--- src/rtl/irqv_pkg.sv ---
package irqv_pkg;
  localparam int LVL_W = 5;
  localparam logic [15:0] VEC_BASE = 16'hFFC0;

  function automatic logic [15:0] lvl_vec(input logic [LVL_W-1:0] lvl);
    return VEC_BASE + {10'd0, lvl, 1'b0};
  endfunction

  function automatic logic [LVL_W-1:0] vec_lvl(input logic [15:0] v);
    return v[LVL_W:1];
  endfunction
endpackage

--- src/rtl/irqv_flags.sv ---
module irqv_flags #(
  parameter int N = 4,
  parameter logic [N-1:0] KEEP = '0
) (
  input  logic         clk,
  input  logic         rst_n,
  input  logic [N-1:0] set,
  input  logic [N-1:0] sw_clr,
  input  logic [N-1:0] ack_hit,
  output logic [N-1:0] q
);
  logic [N-1:0] auto_clr;

  for (genvar i = 0; i < N; i++) begin : g_bit
    if (KEEP[i]) begin : g_keep
      assign auto_clr[i] = 1'b0;
    end else begin : g_auto
      assign auto_clr[i] = ack_hit[i];

      ack_clear_chk: assert property (@(posedge clk) disable iff (!rst_n)
        $past(ack_hit[i] && !set[i]) |-> !q[i]);
    end
  end

  always_ff @(posedge clk or negedge rst_n) begin
    if (!rst_n) q <= '0;
    else        q <= (q & ~(sw_clr | auto_clr)) | set;
  end
endmodule

--- src/rtl/irqv_prio.sv ---
module irqv_prio #(
  parameter int N  = 4,
  parameter int IW = (N > 1) ? $clog2(N) : 1
) (
  input  logic [N-1:0]  pend,
  output logic          any,
  output logic [IW-1:0] idx
);
  always_comb begin
    any = 1'b0;
    idx = '0;
    for (int i = N - 1; i >= 0; i--) begin
      if (pend[i]) begin
        any = 1'b1;
        idx = IW'(i);
      end
    end
  end
endmodule

--- src/rtl/irqv_rstmon.sv ---
module irqv_rstmon #(
  parameter logic [15:0] PERIPH_TOP = 16'h01FF
) (
  input  logic        clk,
  input  logic        rst_n,
  input  logic        por_evt,
  input  logic        pin_rst,
  input  logic        wdt_exp,
  input  logic        key_viol,
  input  logic        fetch_valid,
  input  logic [15:0] fetch_addr,
  input  logic        boot_valid,
  input  logic [15:0] boot_word,
  output logic        hit,
  output logic        reset_req,
  output logic        deep_sleep
);
  logic bad_fetch;
  logic blank_word;

  assign bad_fetch  = fetch_valid && (fetch_addr <= PERIPH_TOP);
  assign blank_word = (boot_word == 16'hFFFF);
  assign hit        = por_evt | pin_rst | wdt_exp | key_viol | bad_fetch;

  always_ff @(posedge clk or negedge rst_n) begin
    if (!rst_n) begin
      reset_req  <= 1'b0;
      deep_sleep <= 1'b0;
    end else begin
      reset_req <= hit;
      if (hit)             deep_sleep <= 1'b0;
      else if (boot_valid) deep_sleep <= blank_word;
    end
  end


  fetch_reset_chk: assert property (@(posedge clk) disable iff (!rst_n)
    $past(fetch_valid && fetch_addr <= PERIPH_TOP) |-> reset_req);


  blank_sleep_chk: assert property (@(posedge clk) disable iff (!rst_n)
    $past(boot_valid && boot_word == 16'hFFFF && !hit) |-> deep_sleep);
endmodule

--- src/rtl/irq_vector_ctrl.sv ---
module irq_vector_ctrl
  import irqv_pkg::*;
#(
  parameter int          N_MASK       = 12,
  parameter int          TOP_MASK_LVL = 29,
  parameter logic [11:0] MASK_SHARED  = 12'hCE2,
  parameter int          N_NMI        = 3,
  parameter int          NMI_LVL      = 30,
  parameter int          RST_LVL      = 31,
  parameter logic [15:0] PERIPH_TOP   = 16'h01FF,
  parameter int          MIN_USED_LVL = 15
) (
  input  logic              clk,
  input  logic              rst_n,
  input  logic              por_evt,
  input  logic              pin_rst,
  input  logic              wdt_exp,
  input  logic              key_viol,
  input  logic              fetch_valid,
  input  logic [15:0]       fetch_addr,
  input  logic [N_NMI-1:0]  nmi_set,
  input  logic [N_NMI-1:0]  nmi_clr,
  input  logic [N_NMI-1:0]  nmi_en,
  input  logic [N_MASK-1:0] mask_set,
  input  logic [N_MASK-1:0] mask_clr,
  input  logic [N_MASK-1:0] mask_en,
  input  logic              gie,
  input  logic              ack,
  input  logic              boot_valid,
  input  logic [15:0]       boot_word,
  output logic              irq_req,
  output logic [15:0]       irq_vector,
  output logic              reset_req,
  output logic              deep_sleep
);
  localparam int MIW = (N_MASK > 1) ? $clog2(N_MASK) : 1;
  localparam logic [LVL_W-1:0] NMI_L = LVL_W'(NMI_LVL);
  localparam logic [LVL_W-1:0] RST_L = LVL_W'(RST_LVL);
  localparam logic [LVL_W-1:0] TOP_L = LVL_W'(TOP_MASK_LVL);

  logic [N_MASK-1:0] mask_q, mask_ack_hit, mask_pend;
  logic [N_NMI-1:0]  nmi_q, nmi_pend;
  logic              m_any, n_any, win_any, rst_hit, ack_take;
  logic [MIW-1:0]    m_idx;
  logic [LVL_W-1:0]  win_lvl, ack_lvl;
  logic              irq_req_q;
  logic [15:0]       vec_q;

  assign ack_take = ack && irq_req_q;
  assign ack_lvl  = vec_lvl(vec_q);

  for (genvar i = 0; i < N_MASK; i++) begin : g_ackmap
    assign mask_ack_hit[i] = ack_take && (ack_lvl == TOP_L - LVL_W'(i));
  end

  irqv_flags #(.N(N_MASK), .KEEP(MASK_SHARED[N_MASK-1:0])) u_mask_flags (
    .clk(clk), .rst_n(rst_n), .set(mask_set), .sw_clr(mask_clr),
    .ack_hit(mask_ack_hit), .q(mask_q));

  irqv_flags #(.N(N_NMI), .KEEP({N_NMI{1'b1}})) u_nmi_flags (
    .clk(clk), .rst_n(rst_n), .set(nmi_set), .sw_clr(nmi_clr),
    .ack_hit({N_NMI{1'b0}}), .q(nmi_q));

  // Pending view excludes a flag that this edge's acknowledge is clearing.
  assign mask_pend = mask_q & ~(mask_ack_hit & ~MASK_SHARED[N_MASK-1:0])
                   & mask_en & {N_MASK{gie}};
  assign nmi_pend  = nmi_q & nmi_en;
  assign n_any     = |nmi_pend;

  irqv_prio #(.N(N_MASK), .IW(MIW)) u_prio (
    .pend(mask_pend), .any(m_any), .idx(m_idx));

  assign win_any = n_any | m_any;
  assign win_lvl = n_any ? NMI_L : (TOP_L - LVL_W'(m_idx));

  irqv_rstmon #(.PERIPH_TOP(PERIPH_TOP)) u_rstmon (
    .clk(clk), .rst_n(rst_n), .por_evt(por_evt), .pin_rst(pin_rst),
    .wdt_exp(wdt_exp), .key_viol(key_viol), .fetch_valid(fetch_valid),
    .fetch_addr(fetch_addr), .boot_valid(boot_valid), .boot_word(boot_word),
    .hit(rst_hit), .reset_req(reset_req), .deep_sleep(deep_sleep));

  always_ff @(posedge clk or negedge rst_n) begin
    if (!rst_n) begin
      irq_req_q <= 1'b0;
      vec_q     <= 16'h0000;
    end else if (rst_hit) begin
      irq_req_q <= 1'b0;
      vec_q     <= lvl_vec(RST_L);
    end else if (irq_req_q && !ack) begin
      irq_req_q <= irq_req_q;
      vec_q     <= vec_q;
    end else if (win_any) begin
      irq_req_q <= 1'b1;
      vec_q     <= lvl_vec(win_lvl);
    end else begin
      irq_req_q <= 1'b0;
      vec_q     <= 16'h0000;
    end
  end

  assign irq_req    = irq_req_q;
  assign irq_vector = vec_q;


  hold_until_ack_chk: assert property (@(posedge clk) disable iff (!rst_n)
    (irq_req_q && !ack && !rst_hit) |=> (irq_req_q && $stable(vec_q)));


  unused_level_chk: assert property (@(posedge clk) disable iff (!rst_n)
    irq_req_q |-> (vec_q >= lvl_vec(LVL_W'(MIN_USED_LVL)) && !vec_q[0]));


  gie_gate_chk: assert property (@(posedge clk) disable iff (!rst_n)
    ($rose(irq_req_q) && vec_q < lvl_vec(NMI_L)) |-> $past(gie));


  reset_vec_chk: assert property (@(posedge clk) disable iff (!rst_n)
    reset_req |-> (!irq_req_q && vec_q == lvl_vec(RST_L)));
endmodule

--- config.mk ---
export PLATFORM = sky130hd
export DESIGN_NAME = irq_vector_ctrl
export DESIGN_NICKNAME = d
export VERILOG_FILES = /design/src/rtl/irqv_pkg.sv /design/src/rtl/irqv_flags.sv /design/src/rtl/irqv_prio.sv /design/src/rtl/irqv_rstmon.sv /design/src/rtl/irq_vector_ctrl.sv
export SDC_FILE = /design/constraint.sdc
export NUM_CORES = 1
export LEC_CHECK = 0
export CAP_MARGIN = 20
export CORE_MARGIN = 8
export CORE_UTILIZATION = 31
export CTS_CLUSTER_SIZE = 30
export DETAILED_ROUTE_END_ITERATION = 7
export HOLD_SLACK_MARGIN = 0.02
export PLACE_DENSITY = 0.89
export RECOVER_POWER = 100
export SETUP_SLACK_MARGIN = 0.1
export SYNTH_ARGS = -nofsm -noshare
export SYNTH_HDL_FRONTEND = slang
export SYNTH_HIERARCHICAL = 1
export SYNTH_SLANG_ARGS = --single-unit
export TNS_END_PERCENT = 20
--- constraint.sdc ---
create_clock -name clk -period 2.58 [get_ports clk]
set_clock_uncertainty 0.15 [all_clocks]
set_input_delay 0.387 -clock clk [delete_from_list [all_inputs] [get_ports clk]]
set_output_delay 0.387 -clock clk [all_outputs]
set_load 0.03 [all_outputs]
After elaboration in Yosys (flattened, before gate mapping)
Index checks and enable logic that the tools add are counted.

storage, ports and cells
  register bits after elaboration = 34
  word-level logic and storage cells = 79

operators by class
  add/sub/neg operators = 2
  magnitude comparators = 1
  equal/unequal tests = 8
  muxes and demuxes = 33
  bitwise gates (word level) = 17
  reduce and logical (&&, ||, !) cells = 12

operators with widths
  cell                                                              number
  AND 12 bit                                                        4
  two-way mux 16 bit                                                3
  two-way mux 4 bit                                                 12
  == test 5 bit (second input constant)                             6
  two-way mux 1 bit                                                 17
  == test 16 bit (second input constant)                            1
  less-or-equal comparator 16 x 9 -> 1 bit (second input constant)  1
  inverter 10 -> 12 bit                                             1
  inverter 12 bit                                                   1
  OR 12 x 10 -> 12 bit                                              1
  OR 12 bit                                                         1
  logical AND 1 bit                                                 9
  adder 7 x 7 -> 8 bit (first input constant)                       1
  AND 3 bit                                                         2
  two-way mux 5 bit                                                 1
  OR 1 bit                                                          5
  subtractor 5 x 4 -> 5 bit (first input constant)                  1
  inverter 3 bit                                                    1
  OR 3 bit                                                          1
  OR reduction 3 bit                                                1
  inequality test 2 x 1 -> 1 bit (second input constant)            1
  nonzero test 2 bit                                                1
  zero test 1 bit                                                   1

Depth between registers and ports, before layout
  depth in word-level cells = 24
  gate-level depth with buffers = 10
  depth with buffers taken out = 10

By module
The synthesis kept the hierarchy.

by module, submodules not included
  module                      times used  cells each  area each (µm²)
  irq_vector_ctrl             1           83          644.4
  irqv_flags at u_mask_flags  1           36          435.4
  irqv_rstmon                 1           13          131.4
  irqv_prio                   1           22          128.9
  irqv_flags at u_nmi_flags   1           9           108.9

Least setup slack after synthesis
Ideal clock, no wire load.

  path kind = reg2reg
  from = reg vec_q[2] (netlist: irq_vector[2])
  to = reg vec_q[3] (netlist: irq_vector[3])
  setup time = 0.082 ns
  arrival time = 2.453 ns
  data required time = 2.348 ns
  setup slack = -0.105 ns
  stages on the path, launching flop included = 10
  clock period less this slack = 2.685 ns
  cells stage by stage = dfrtp_1 > buf_2 > inv_2 > or3_1 > o2111a_1 > nor4_2 > nor2b_1 > ha_1 > nand2b_1 > a31oi_1

RTL lines
  what                            RTL line               RTL
  start: declaration              irq_vector_ctrl.sv:47  logic [15:0] vec_q;
  start signal: assignment        irq_vector_ctrl.sv:88  vec_q <= lvl_vec(RST_L);
  start signal: assignment        irq_vector_ctrl.sv:91  vec_q <= vec_q;
  start signal: assignment        irq_vector_ctrl.sv:94  vec_q <= lvl_vec(win_lvl);
  == test 5 bit                   irq_vector_ctrl.sv:53  assign mask_ack_hit[i] = ack_take && (ack_lvl == TOP_L - LVL_W'(i));
  logical AND 1 bit               irq_vector_ctrl.sv:53
  inverter 10 -> 12 bit           irq_vector_ctrl.sv:65  assign mask_pend = mask_q & ~(mask_ack_hit & ~MASK_SHARED[N_MASK-1:0])
  AND 12 bit                      irq_vector_ctrl.sv:65
  AND 12 bit (2 in a row)         irq_vector_ctrl.sv:66  & mask_en & {N_MASK{gie}};
  net mask_pend[3]                irq_vector_ctrl.sv:41  logic [N_MASK-1:0] mask_q, mask_ack_hit, mask_pend;
  two-way mux 4 bit (4 in a row)  irqv_prio.sv:13        if (pend[i]) begin
  net m_idx[2]                    irq_vector_ctrl.sv:44  logic [MIW-1:0] m_idx;
  subtractor 5 x 4 -> 5 bit       irq_vector_ctrl.sv:74  assign win_lvl = n_any ? NMI_L : (TOP_L - LVL_W'(m_idx));
  two-way mux 5 bit               irq_vector_ctrl.sv:74
  adder 7 x 7 -> 8 bit            irqv_pkg.sv:6          return VEC_BASE + {10'd0, lvl, 1'b0};
  two-way mux 16 bit              irq_vector_ctrl.sv:92  end else if (win_any) begin
  two-way mux 16 bit              irq_vector_ctrl.sv:89  end else if (irq_req_q && !ack) begin
  two-way mux 16 bit              irq_vector_ctrl.sv:86  end else if (rst_hit) begin

The timed path passes the listed nets, and every way through them passes these cells. The select of a mux whose other input is x is not followed.
A chain may end at the register's enable or synchronous reset.

Final worst setup path
  from = reg vec_q[1] (netlist: irq_vector[1])
  to = reg vec_q[4] (netlist: irq_vector[4])

RTL lines
  what                            RTL line
  == test 5 bit                   irq_vector_ctrl.sv:53
  logical AND 1 bit               irq_vector_ctrl.sv:53
  net mask_ack_hit[8]             irq_vector_ctrl.sv:41
  inverter 10 -> 12 bit           irq_vector_ctrl.sv:65
  AND 12 bit                      irq_vector_ctrl.sv:65
  AND 12 bit (2 in a row)         irq_vector_ctrl.sv:66
  net mask_pend[8]                irq_vector_ctrl.sv:41
  two-way mux 4 bit (9 in a row)  irqv_prio.sv:13
  net m_idx[1]                    irq_vector_ctrl.sv:44
  subtractor 5 x 4 -> 5 bit       irq_vector_ctrl.sv:74
  two-way mux 5 bit               irq_vector_ctrl.sv:74
  adder 7 x 7 -> 8 bit            irqv_pkg.sv:6
  two-way mux 16 bit              irq_vector_ctrl.sv:92
  two-way mux 16 bit              irq_vector_ctrl.sv:89
  two-way mux 16 bit              irq_vector_ctrl.sv:86

The timed path passes the listed nets, and every way through them passes these cells. The select of a mux whose other input is x is not followed.

==> impl_metrics.toml <==
[critical_path]
r2r_slack_ns = 0.13
crit-reg2reg-launch = "irq_vector[1]"
critPathArrivalTime_ns = 2.49
path_max_fanout = 5
crit_path_end_kind = "flop"
crit_path_start = "irq_vector[1]"
cp-start-kind = "flop"
critPathKind = "reg -> reg"
required_ns = 2.62

[floorplanning]
num_io_pins = 106
start_util_pct = 32.4
die_h_um = 83.7
design.core.area_um2 = 4380
dieArea_um2 = 7000
num_rows = 24
die_w_um = 83.7

[drt]
via_per_inst = 5.09
drt_iter0_drc = 60
wl_met1_um = 1810
top_layer = "met4"
wl_met2_um = 2890
vias = 1659
wl_met3_um = 415
detail_route.wl_per_cell_um = 15.8
ant_nets = 0
firstDrtPassIters = 4
totalWireLength_um = 5160
drc = 0

[placement]
gp_congestion = 0.779
hpwl_um = 4080
portBuffers = 95

[min_path]
min_path_type = "reg -> reg"
min-delay-start = "u_mask_flags/q[6]"

[clocking]
cts_tree = "built"
cts_max_level = 1
clock-sinks = 24
clk_pin_slew_ns = 0.08
cts_hold_buffers = 0
worstSkewPairLatency_ns = 0.26
cts_root_buf = "clkbuf_8"
clock_path_buffers = 2
cts_buffers = 3

[status]
status = "finished, final reports clean"

[timing]
rsz0062_at_grt = "true"
maxSlewHeadroom_pct = 11.1
slew_viol_final = 0
fin_crit_ns = 2.45
final.period_utilization_pct = 95.0
hold_viol = 0
fin_setup_tns_ns = 0
worst_slew_pin_slew_ns = 1.33
finalSetupViolations = 0
fmax_mhz = 408

[global_routing]
grtUsageTotal_pct = 13.0
grt_pass1_wl_um = 7780
grt_pass1_vias = 1674
overflow = 0
antenna_found_initial = 0
grt_max_degree = 25

[yosys]
syn_inst = 157
synth.cell_area_um2 = 1420
synth_area_per_cell_um2 = 9.04
yosys_warnings = 6
synthesis.nets = 245

[final_layout]
syn2layout_area_growth_pct = 93.8
antenna_cells = 0
nets = 363
regArea_um2 = 603
multi_input_area_um2 = 797
drive_above_1_share_pct = 22.6
final_cell_mix = "83 x clkdlybuf4s50_1, 29 x buf_4, 22 x dfrtp_1, 16 x nor2_1, 15 x a21o_1"
filler_cell_count = 355
final_common_cell = "clkdlybuf4s50_1"

[pwr]
ir_drop_v = 0.000291
powerDensity_nw_per_um2 = 347
p_leak_nw = 1.22
power_w = 0.000953

[flow_run]
drv_cap = 0
## stage by stage
step                utilization (%)  area [um2]  hold slack [ns]  instances  worst slack (ns)
global placement               57.2        2510            0.303        314            -0.261
floorplan                         -        1420          -0.0586        157             0.109
detailed placement             57.2        2510            0.312        314            -0.336
CTS                            59.4        2600            0.333        318             0.154
finish                         62.7        2750            0.328        326             0.128
global route                   62.7        2750            0.344        326           -0.0194
## worst paths after layout
check / end / cells after the start
max in group asynchronous: irq_vector[4] / 2
setup reg to reg: irq_vector[4] / 12
hold / removal: u_mask_flags/q[6] / 1
setup / recovery: irq_vector[4] / 12
hold reg to reg: u_mask_flags/q[6] / 1
min in group asynchronous: u_mask_flags/q[2] / 2
## state kept, by name, summed over array words and instances (netlist names)
signal               cells
u_mask_flags/q          12
u_rstmon/reset_req       1
u_nmi_flags/q            3
u_rstmon/deep_sleep      1
irq_req                  1
irq_vector               6
## cell type report
class / instances / area share [%]
tap: 52 / 2.37
clock buffer: 4 / 2.00
inverter: 12 / 1.64
timing repair buffer: 126 / 43.1
sequential: 24 / 21.9
multi-input combinational: 108 / 29.0
## layer usage
| metal | vias to the layer above | global-route usage [%] |
|---|---|---|
| met5 | - | 0 |
| met4 | 0 | 1.73 |
| met3 | 6 | 5.08 |
| met2 | 73 | 23.9 |
| met1 | 789 | 13.9 |
| li1 | 791 | - |
## what timing repair did
| item | in CTS | in global routing |
|---|---|---|
| pin swaps | 5 | 16 |
| endpoints found under the setup margin | 7 | 4 |
| gates resized for setup | 9 | 20 |
| setup buffers | 0 | 9 |
## where the power goes
part | leakage [nW] | internal [W] | switching (W) | total [W]
logic | 0.936 | 0.000185 | 0.000108 | 0.000293
clock network | 0.0288 | 0.000136 | 0.000118 | 0.000255
registers | 0.251 | 0.000394 | 0.0000115 | 0.000405
## worst max-delay path, cell delays in order, from the launching register on
cell	delay (ns)
dfrtp_1	0.44
nand4_1	0.18
buf_4	0.18
nor3_4	0.18
buf_6	0.13
nor2_4	0.04
o31ai_2	0.20
a211oi_2	0.11
nor3_2	0.26
ha_4	0.18
xnor2_1	0.12
nand2_1	0.08
a31oi_1	0.13
No activity file was read; power rests on OpenSTA's default activity.
